===== src/rtl/best_lap_pkg.sv =====
package best_lap_pkg;

  typedef enum logic [2:0] {
    PH_SEED, PH_ZERO, PH_RUN, PH_HALT, PH_CMP, PH_SAVE, PH_SHOW
  } phase_e;

  typedef struct packed {
    logic clr_tm;        // force timer to zero
    logic cnt_en;        // timer may advance
    logic best_we;       // best register write enable
    logic best_from_tm;  // 1: load timer, 0: load all-nines seed
    logic show_best;     // 1: display best, 0: display timer
    logic cmp_phase;     // compare decision cycle
  } ctl_t;

  // one BCD digit plus carry-in -> {carry-out, next digit}
  function automatic logic [4:0] digit_inc(input logic [3:0] d, input logic cin);
    if (!cin)          return {1'b0, d};
    else if (d >= 4'd9) return {1'b1, 4'd0};
    else               return {1'b0, d + 4'd1};
  endfunction

  // bit 6 = segment a ... bit 0 = segment g, active high
  function automatic logic [6:0] seg7(input logic [3:0] d);
    case (d)
      4'd0:    return 7'h7E;
      4'd1:    return 7'h30;
      4'd2:    return 7'h6D;
      4'd3:    return 7'h79;
      4'd4:    return 7'h33;
      4'd5:    return 7'h5B;
      4'd6:    return 7'h5F;
      4'd7:    return 7'h70;
      4'd8:    return 7'h7F;
      4'd9:    return 7'h7B;
      default: return 7'h00;
    endcase
  endfunction

endpackage


===== src/rtl/bcd_counter.sv =====
module bcd_counter
  import best_lap_pkg::*;
#(
  parameter int DIGITS = 4
) (
  input  logic                  clk,
  input  logic                  rst_n,
  input  logic                  clr,
  input  logic                  en,
  output logic [4*DIGITS-1:0]   q
);
  localparam int W = 4 * DIGITS;

  logic [DIGITS:0] carry;
  logic [W-1:0]    nxt;

  assign carry[0] = en;

  generate
    for (genvar i = 0; i < DIGITS; i++) begin : g_dig
      assign {carry[i+1], nxt[4*i +: 4]} = digit_inc(q[4*i +: 4], carry[i]);
    end
  endgenerate

  always_ff @(posedge clk or negedge rst_n) begin
    if (!rst_n)   q <= '0;
    else if (clr) q <= '0;
    else          q <= nxt;
  end

  logic unused_top_carry;
  assign unused_top_carry = carry[DIGITS];
endmodule


===== src/rtl/seg_display.sv =====
module seg_display
  import best_lap_pkg::*;
#(
  parameter int DIGITS = 4
) (
  input  logic [4*DIGITS-1:0] val,
  output logic [7*DIGITS:0]   vec
);
  localparam int DP_AT = DIGITS / 2;  // digits below the decimal point

  generate
    for (genvar i = 0; i < DIGITS; i++) begin : g_seg
      if (i < DP_AT) begin : g_lo
        assign vec[7*i +: 7] = seg7(val[4*i +: 4]);
      end else begin : g_hi
        assign vec[7*i + 1 +: 7] = seg7(val[4*i +: 4]);
      end
    end
  endgenerate

  assign vec[7*DP_AT] = 1'b1;
endmodule


===== src/rtl/best_lap_ctrl.sv =====
module best_lap_ctrl
  import best_lap_pkg::*;
(
  input  logic clk,
  input  logic rst_n,
  input  logic start,
  input  logic stop,
  input  logic css,
  input  logic clear,
  input  logic lt,
  output ctl_t ctl
);
  phase_e ph_q, ph_d;

  always_comb begin
    ph_d = ph_q;
    unique case (ph_q)
      PH_SEED: if (start) ph_d = PH_ZERO;
      PH_ZERO: ph_d = PH_RUN;
      PH_RUN:  if (stop) ph_d = PH_HALT;
      PH_HALT: if (start) ph_d = PH_ZERO;
               else if (css) ph_d = PH_CMP;
      PH_CMP:  ph_d = lt ? PH_SAVE : PH_SHOW;
      PH_SAVE: ph_d = PH_SHOW;
      PH_SHOW: if (start) ph_d = PH_ZERO;
      default: ph_d = PH_SEED;
    endcase
    if (clear) ph_d = PH_SEED;
  end

  always_ff @(posedge clk or negedge rst_n) begin
    if (!rst_n) ph_q <= PH_SEED;
    else        ph_q <= ph_d;
  end

  always_comb begin
    ctl = '0;
    unique case (ph_q)
      PH_SEED: ctl.best_we = 1'b1;
      PH_ZERO: ctl.clr_tm  = 1'b1;
      PH_RUN:  ctl.cnt_en  = 1'b1;
      PH_CMP:  ctl.cmp_phase = 1'b1;
      PH_SAVE: begin
        ctl.best_we      = 1'b1;
        ctl.best_from_tm = 1'b1;
      end
      PH_SHOW: ctl.show_best = 1'b1;
      default: ;
    endcase
  end
endmodule


===== src/rtl/best_lap_timer.sv =====
module best_lap_timer
  import best_lap_pkg::*;
#(
  parameter int DIGITS = 4
) (
  input  logic                clk,
  input  logic                rst_n,
  input  logic                start_i,
  input  logic                stop_i,
  input  logic                css_i,
  input  logic                clear_i,
  input  logic                tick_i,
  output logic [7*DIGITS:0]   disp_o
);
  localparam int          W    = 4 * DIGITS;
  localparam logic [W-1:0] SEED = {DIGITS{4'h9}};

  ctl_t       ctl;
  logic [W-1:0] tm_q, best_q, shown;

  // named events for the checker
  logic ev_clr_tm, ev_count, ev_best_we, ev_best_from_tm, ev_show_best, ev_cmp, ev_lt;
  assign ev_clr_tm       = ctl.clr_tm;
  assign ev_count        = ctl.cnt_en;
  assign ev_best_we      = ctl.best_we;
  assign ev_best_from_tm = ctl.best_from_tm;
  assign ev_show_best    = ctl.show_best;
  assign ev_cmp          = ctl.cmp_phase;

  // valid BCD orders like unsigned binary
  assign ev_lt = (tm_q < best_q);

  best_lap_ctrl u_ctrl (
    .clk   (clk),
    .rst_n (rst_n),
    .start (start_i),
    .stop  (stop_i),
    .css   (css_i),
    .clear (clear_i),
    .lt    (ev_lt),
    .ctl   (ctl)
  );

  bcd_counter #(.DIGITS(DIGITS)) u_tm (
    .clk   (clk),
    .rst_n (rst_n),
    .clr   (ctl.clr_tm),
    .en    (ctl.cnt_en & tick_i),
    .q     (tm_q)
  );

  always_ff @(posedge clk or negedge rst_n) begin
    if (!rst_n)           best_q <= SEED;
    else if (ctl.best_we) best_q <= ctl.best_from_tm ? tm_q : SEED;
  end

  assign shown = ctl.show_best ? best_q : tm_q;

  seg_display #(.DIGITS(DIGITS)) u_disp (
    .val (shown),
    .vec (disp_o)
  );
endmodule


===== config.mk =====
export PLATFORM = sky130hd
export DESIGN_NAME = best_lap_timer
export DESIGN_NICKNAME = d
export VERILOG_FILES = /design/src/rtl/best_lap_pkg.sv /design/src/rtl/bcd_counter.sv /design/src/rtl/seg_display.sv /design/src/rtl/best_lap_ctrl.sv /design/src/rtl/best_lap_timer.sv
export SDC_FILE = /design/constraint.sdc
export NUM_CORES = 1
export LEC_CHECK = 0
export BUFFER_PORTS_ARGS = -buffer_cell sky130_fd_sc_hd__buf_4
export CAP_MARGIN = 40
export CORE_MARGIN = 8
export CORE_UTILIZATION = 60
export DETAILED_ROUTE_END_ITERATION = 7
export PLACE_DENSITY = 0.82
export REMOVE_ABC_BUFFERS = 1
export SYNTH_ARGS = -nofsm -noshare
export SYNTH_HDL_FRONTEND = slang
export SYNTH_HIERARCHICAL = 1
export SYNTH_SLANG_ARGS = --single-unit

===== constraint.sdc =====
create_clock -name clk -period 2.6 [get_ports clk]
set_input_delay 0.39 -clock clk [delete_from_list [all_inputs] [get_ports clk]]
set_output_delay 0.39 -clock clk [all_outputs]
set_load 0.05 [all_outputs]

Yosys cells after proc, flatten, opt, wreduce, memory -nomap -nowiden --
Memory sizes are Yosys's and may differ from the RTL's. Index checks and enable logic that the tools add are counted.
Operators by class: $add $sub $neg 4, multiply operators 0, div/mod/pow operators 0, order comparisons 5, equality and inequality tests 9, shifts and indexed selects 0, mux-type cells 23, bitwise logic cells 1, reductions and logical operators 8
Operator list (number):
- $mux 16 | 3
- $mux 5 | 6
- $pmux 3 s6 | 1
- $add 4x1->4 const B | 4
- $ge 4x4->1 const B | 4
- $lt 16x16->1 | 1
- $mux 3 | 5
- $eq 3x3->1 const B | 3
- $mux 4 | 2
- $reduce_bool 2->1 | 4
- $eq 3x2->1 const B | 2
- $mux 1 | 5
- $ne 4x4->1 const B | 1
- $reduce_or 2->1 | 2
- $eq 3x1->1 const B | 1
- $logic_not 3->1 | 1
- $ne 3x1->1 const B | 1
- $ne 3x3->1 const B | 1
- $reduce_and 3->1 | 1
- $mux 2 | 1
- $and 1x1->1 | 1
Word-level totals: register bits 35, bits in latches 0, RAM bits 0, bits in read-only memories 448, bits of input ports 7, output and inout bits 29, logic and storage cells 60, memories 4
Memories:
- (no name shown) | depth 16, width 7, rd ports 1, clocked after Yosys merged registers in 0, write ports 0, line best_lap_pkg.sv:25 | case (d)
- (no name shown) | depth 16, width 7, rd ports 1, clocked after Yosys merged registers in 0, write ports 0, line best_lap_pkg.sv:25
- (no name shown) | depth 16, width 7, rd ports 1, clocked after Yosys merged registers in 0, write ports 0, line best_lap_pkg.sv:25
- (no name shown) | depth 16, width 7, rd ports 1, clocked after Yosys merged registers in 0, write ports 0, line best_lap_pkg.sv:25

Longest topological paths before layout --
Gate-level depths: netlist of the first run.
word-level depth 8, gate-level depth with buffers 11, mapped depth without buffers 9

Modules after synthesis --
The synthesis of the first run kept the hierarchy.
Modules (own cells, without submodules):
- best_lap_timer | times used 1, cells each 141, area each 1176.1 µm², seq. area each 410.4 µm²
- bcd_counter | times used 1, cells each 102, area each 1041.0 µm², seq. area each 400.4 µm²
- seg_display | times used 1, cells each 114, area each 897.1 µm², seq. area each 0.0 µm²
- best_lap_ctrl | times used 1, cells each 34, area each 270.3 µm², seq. area each 75.1 µm²

Worst setup path after synthesis of the first run --
No wires, ideal clock.
kind reg2out, start register u_ctrl.ph_q[0], end output port disp_o[20], arrival 2.990 ns, data required time 2.210 ns, path slack -0.780 ns, stages on the path, launching flop included 10, buffers on the path 3, path through dfrtp_1 buf_6 nand2b_1 nor2_1 clkbuf_1 buf_2 mux2_2 inv_2 ha_1 o21ai_0
RTL lines:
- start, declared | line best_lap_ctrl.sv:13 | phase_e ph_q, ph_d;
- start signal, assigned | line best_lap_ctrl.sv:33 | else ph_q <= ph_d;
- end, declared | line best_lap_timer.sv:13 | output logic [7*DIGITS:0] disp_o

==> results of run 1 <==
-- critical path, delay by kind of cell, from the launching register on --
kind / cells / cell delay, ns
AOI/OAI and AO/OA: 2 / 0.19
DFF: 1 / 0.38
buffers and inverters: 4 / 0.73
muxes: 1 / 0.24
and+or+nand+nor: 3 / 0.35
-- registers in the layout, indices dropped and copies added (netlist names) --
signal       cells
u_ctrl/ph_q      3
best_q          16
u_tm/q          16
-- power groups by stage --
stage | Combinational, W | Sequential [W] | Clock, W
2_1_floorplan | 0.000622 | 0.000604 | 0
6_report | 0.00103 | 0.000604 | 0.000412
3_3_place_gp | 0.000859 | 0.000608 | 0
5_1_grt | 0.00111 | 0.000606 | 0.000431
3_5_place_dp | 0.000884 | 0.000610 | 0
4_1_cts | 0.000924 | 0.000601 | 0.000413
-- layout make-up --
| cell class | instances | area (um^2) | share of cell area, % |
|---|---|---|---|
| inverter | 58 | 240 | 5.51 |
| clock inverter | 1 | 5.00 | 0.115 |
| sequential | 35 | 886 | 20.3 |
| tap | 72 | 90.1 | 2.07 |
| clock buffer | 6 | 82.6 | 1.89 |
| multi-input combinational | 276 | 2420 | 55.5 |
| timing repair buffer | 75 | 637 | 14.6 |
-- through the flow --
stage                     setup TNS [ns]  util, %  cell area, um^2  total power (W)  std cells
final                                  0     79.7             4360          0.00205        523
after global routing              -0.500     79.7             4360          0.00214        523
after CTS                              0     71.4             3910          0.00194        507
after detailed placement               0     67.2             3680          0.00149        491
after global placement                 0     67.1             3670          0.00147        490
after floorplan                   -23.54        -             3210          0.00123        369
-- layer usage --
| metal | track usage (%) | wire [um] | part of all wire, % | up-vias |
|---|---|---|---|---|
| li1 | - | - | - | 1470 |
| met1 | 23.1 | 3860 | 46 | 1500 |
| met2 | 32.2 | 4130 | 49 | 76 |
| met3 | 2.88 | 278 | 3.3 | 20 |
| met4 | 8.73 | 198 | 2.3 | 0 |
| met5 | 0 | 0 | 0 | - |
-- timing repair --
item | in CTS | in global routing
endpoints found under the setup margin | 25 | 26
setup buffers | 8 | 14
cloned | 1 | 2
pin swaps | 1 | 13
gates resized for setup | 34 | 74
-- layout by cell type (no fill, tap or decap), types with 4 or more instances in the layout --
master	instances
nor3_1	4
dfrtp_1	27
nor2_1	22
o21ai_2	4
clkbuf_8	6
o21ai_0	17
buf_6	15
ha_1	35
mux2i_1	5
ha_2	5
a21oi_1	9
a31oi_1	9
nand3_1	11
a21o_1	8
o22ai_1	17
mux2_4	8
nand3b_1	4
dfstp_2	8
a21oi_2	6
buf_4	56
nand2b_4	5
o21a_1	4
o21ai_1	10
ha_4	11
inv_1	49
nand2_1	19
-- worst min-delay path by stage --
stage	startpoint	end	slack, ns	cells after the start
after floorplan	rst_n	best_q[10]	0.09	0
after global placement	rst_n	u_tm/q[5]	0.37	1
after detailed placement	rst_n	u_ctrl/ph_q[2]	0.38	1
after CTS	rst_n	u_ctrl/ph_q[1]	0.06	1
after global routing	rst_n	u_tm/q[5]	0.09	1
final	rst_n	u_tm/q[5]	0.05	1
==> flow_summary.ini, run 1 <==
[status]
status = finished clean

[clock_tree]
clock_latency_ns = 0.29
holdBufCountCts = 0
cts_buffers = 5
cts_sinks = 35
clockRootBuffer = clkbuf_8
clockBufferDepth = 2
clkSlewWorstSetupHoldPaths_ns = 0.07
ctsHtreeMaxLevel = 2
cts_tree = yes

[place]
place_congestion = 0.818
hpwl_um = 5480
port_buffers = 34
dp_slack_ns = 0.0589

[cells_and_area]
diodes = 0
syn_to_final_growth_pct = 29.0
drive_above_1_share_pct = 36.4
fin_nets = 509
fillers = 339

[timing]
clock.fmax_ghz = 0.389
min_period_ns = 2.57
fin_worst_hold_slack_ns = 0.0485
finalMaxSlewViolations = 0
skew_ns = 0.00838
finalWorstSetupSlack_ns = 0.0283
rsz0062_at_grt = true
finalHoldViolCount = 0
setup_viol = 0
period_share_pct = 98.9

[floorplan]
fp-row-count = 27
die_width_um = 91.1
die-area_um2 = 8290
die_h_um = 91.1
io_pins = 36
core_um2 = 5470
initial_core_util_pct = 61.8

[critical_path]
crit_type = register to output port
crit_path_cell_trace = nand2b_4 -> nor2_4 -> buf_6 -> buf_12 -> nand2_1 -> o21ai_0 -> buf_4 -> mux2i_1 -> o22ai_1 -> buf_4
cp_slowest_cell = dfrtp_1
ff2ff_setup_slack_ns = 0.27
worst_ep_required_time_ns = 2.21
startpoint = u_ctrl/ph_q[0]
crit_arrival_ns = 2.18
crit-reg2reg-launch = best_q[3]
endpoint = disp_o[23]
rr_endpoint = u_ctrl/ph_q[0]
path_max_fanout = 10
critPathMostFrequentCell = buf_4
startpoint_type = register
cpPeakStageDelay_ns = 0.38
end_kind = output port
r2r_cells = 9

[pwr]
pwr-share-seq_pct = 29.5
powerDensity_nw_per_um2 = 470
p_sw_share_pct = 43.1
p_switching_w = 0.000882
p_leak_nw = 2.00
vdd_drop_max_mv = 0.412
clkPwrFrac_pct = 20.1
pwr-share-comb_pct = 50.4
p_int_w = 0.00117

[yosys]
syn_inst = 390
yosys_warnings = 6
synth_area_um2 = 3380
avgSynthCellArea_um2 = 8.67

[detailed_routing]
drtIter0Drc = 190
vias_per_cell = 5.86
drt_first_pass_iters = 4
drt_wl_total_um = 8470
vias = 3066
wl_per_cell_um = 16.2
drc_errors = 0
antenna_left = 0

[grt]
overflow = 0
grt_pass1_wl_um = 13400
grtUsageTotal_pct = 18.9
first_global_vias = 2956
grt_max_degree = 36
antenna_found_initial = 0

[flow_run]
max_cap_violations = 0

[min_path]
hold_class = input port to asynchronous set/reset pin
(Power assumes the default switching activity.)
==> run 2, diff against run 1 <==
BUFFER_PORTS_ARGS = -buffer_cell sky130_fd_sc_hd__buf_2   (was -buffer_cell sky130_fd_sc_hd__buf_4)
==> run 2 against run 1 <==
Net effect:
- clock power is 8.3% higher
- maximum frequency is 0.67% lower
- combinational power hardly changed
- final area is 4.2% lower
- sequential power hardly changed
- highest routed layer unchanged
==> flow_summary.ini, run 2 (same netlist as run 1, synthesis figures left out) <==
[detailed_routing]
drc_errors = 0
drt_wl_total_um = 8300
antenna_left = 0
drtIter0Drc = 125
drt_first_pass_iters = 4
vias_per_cell = 5.74
vias = 2967
wl_per_cell_um = 16.1

[critical_path]
crit-reg2reg-launch = best_q[3]
r2r_cells = 9
startpoint = u_ctrl/ph_q[1]
worst_ep_required_time_ns = 2.21
rr_endpoint = u_ctrl/ph_q[0]
path_max_fanout = 8
end_kind = output port
startpoint_type = register
crit_arrival_ns = 2.20
ff2ff_setup_slack_ns = 0.22
crit_type = register to output port
endpoint = disp_o[3]

[timing]
rsz0062_at_grt = true
period_share_pct = 99.6
finalHoldViolCount = 0
finalMaxSlewViolations = 0
tightest_slew_ns = 0.797
clock.fmax_ghz = 0.386
min_period_ns = 2.59
max-slew-margin-rel_pct = 46.9
setup_viol = 0
setup-tns-final_ns = 0
skew_ns = 0.00970

[clock_tree]
cts_tree = yes
clockRootBuffer = clkbuf_8
clockBufferDepth = 2
holdBufCountCts = 0
ctsHtreeMaxLevel = 2
clkSlewWorstSetupHoldPaths_ns = 0.08
cts_sinks = 35
clock_latency_ns = 0.30
cts_buffers = 5

[cells_and_area]
diodes = 0
fin_nets = 502
final_cell_mix = 50 x inv_1, 46 x buf_4, 41 x ha_1, 27 x dfrtp_1, 23 x nor2_1
final_area_um2 = 4180
syn_to_final_growth_pct = 23.5
drive_above_1_share_pct = 32.6
top_regs = best_q (16), u_tm/q (16), u_ctrl/ph_q (3)
final_common_cell = inv_1
final_util_pct = 76.3

[floorplan]
core_um2 = 5470
fp-row-count = 27
io_pins = 36
die_width_um = 91.1
initial_core_util_pct = 61.8
die_h_um = 91.1
die-area_um2 = 8290

[grt]
first_global_vias = 2965
grt_max_degree = 36
overflow = 0
antenna_found_initial = 0
grtUsageTotal_pct = 18.5
grt_pass1_wl_um = 13200

[pwr]
powerDensity_nw_per_um2 = 500
p_leak_nw = 1.95
p_switching_w = 0.000902
vdd_drop_max_mv = 0.439
clkPwrFrac_pct = 21.4
p_int_w = 0.00118
pwr-share-seq_pct = 28.8
p_sw_share_pct = 43.2
pwr-share-comb_pct = 49.8

[flow_run]
max_cap_violations = 0

[place]
place_area_um2 = 3590
hpwl_um = 5330
port_buffers = 34
place_congestion = 0.819

[status]
status = finished clean

[min_path]
hold_class = input port to asynchronous set/reset pin
## run 2: power groups by stage
| stage | Combinational (W) | Clock (W) | Sequential, W |
|---|---|---|---|
| 6_report | 0.00104 | 0.000446 | 0.000601 |
| 4_1_cts | 0.000913 | 0.000451 | 0.000600 |
| 5_1_grt | 0.00112 | 0.000463 | 0.000604 |
| 2_1_floorplan | 0.000622 | 0 | 0.000604 |
| 3_5_place_dp | 0.000837 | 0 | 0.000609 |
| 3_3_place_gp | 0.000809 | 0 | 0.000608 |
## run 2: worst max-delay path, stage by stage (launching register included)
cell and delay (ns):
dfrtp_1 0.41, nand2b_4 0.09, nor2_4 0.05, buf_6 0.14, buf_4 0.14, o21ai_4 0.25
inv_4 0.09, ha_1 0.34, inv_1 0.06, o22ai_1 0.11, buf_4 0.22
## run 2: repair_timing
item | 4_1_cts | 5_1_grt
cloned | 1 | 1
pin swaps | 4 | 10
gates resized for setup | 46 | 72
endpoints found under the setup margin | 28 | 28
buffers inserted | 10 | 6
## run 2: worst min path at each step
stage                     depth (start not counted)  slack [ns]        endpoint
after floorplan                                   0        0.09      best_q[10]
after global placement                            2        0.50       best_q[0]
after detailed placement                          2        0.50       best_q[3]
after CTS                                         1        0.20  u_ctrl/ph_q[1]
after global routing                              1        0.25       best_q[6]
final                                             1        0.18       best_q[6]
## run 2: stage by stage
step / instances / hold slack (ns) / total power, W / setup slack (ns)
floorplan: 369 / 0.0944 / 0.00123 / -1.15
global placement: 489 / 0.497 / 0.00142 / 0.0513
detailed placement: 491 / 0.504 / 0.00145 / -0.0472
CTS: 510 / 0.201 / 0.00196 / -0.0272
global route: 517 / 0.250 / 0.00218 / -0.0657
finish: 517 / 0.181 / 0.00209 / 0.0109
## run 2: routing by layer
metal  up-vias  wire, um  GRT usage [%]
met5         -         0              0
li1       1463         -              -
met1      1435      3700           22.0
met4         0        99           6.00
met2        60      4160           31.9
met3         9       339           4.36
## run 2: area by class of cell
type	count	area, um^2
repair buffers	68	536
clock buffers	8	100
fillers	373	1300
inverters	58	240
flip-flops and latches	35	886
multi-input cells	276	2320
well taps	72	90.1
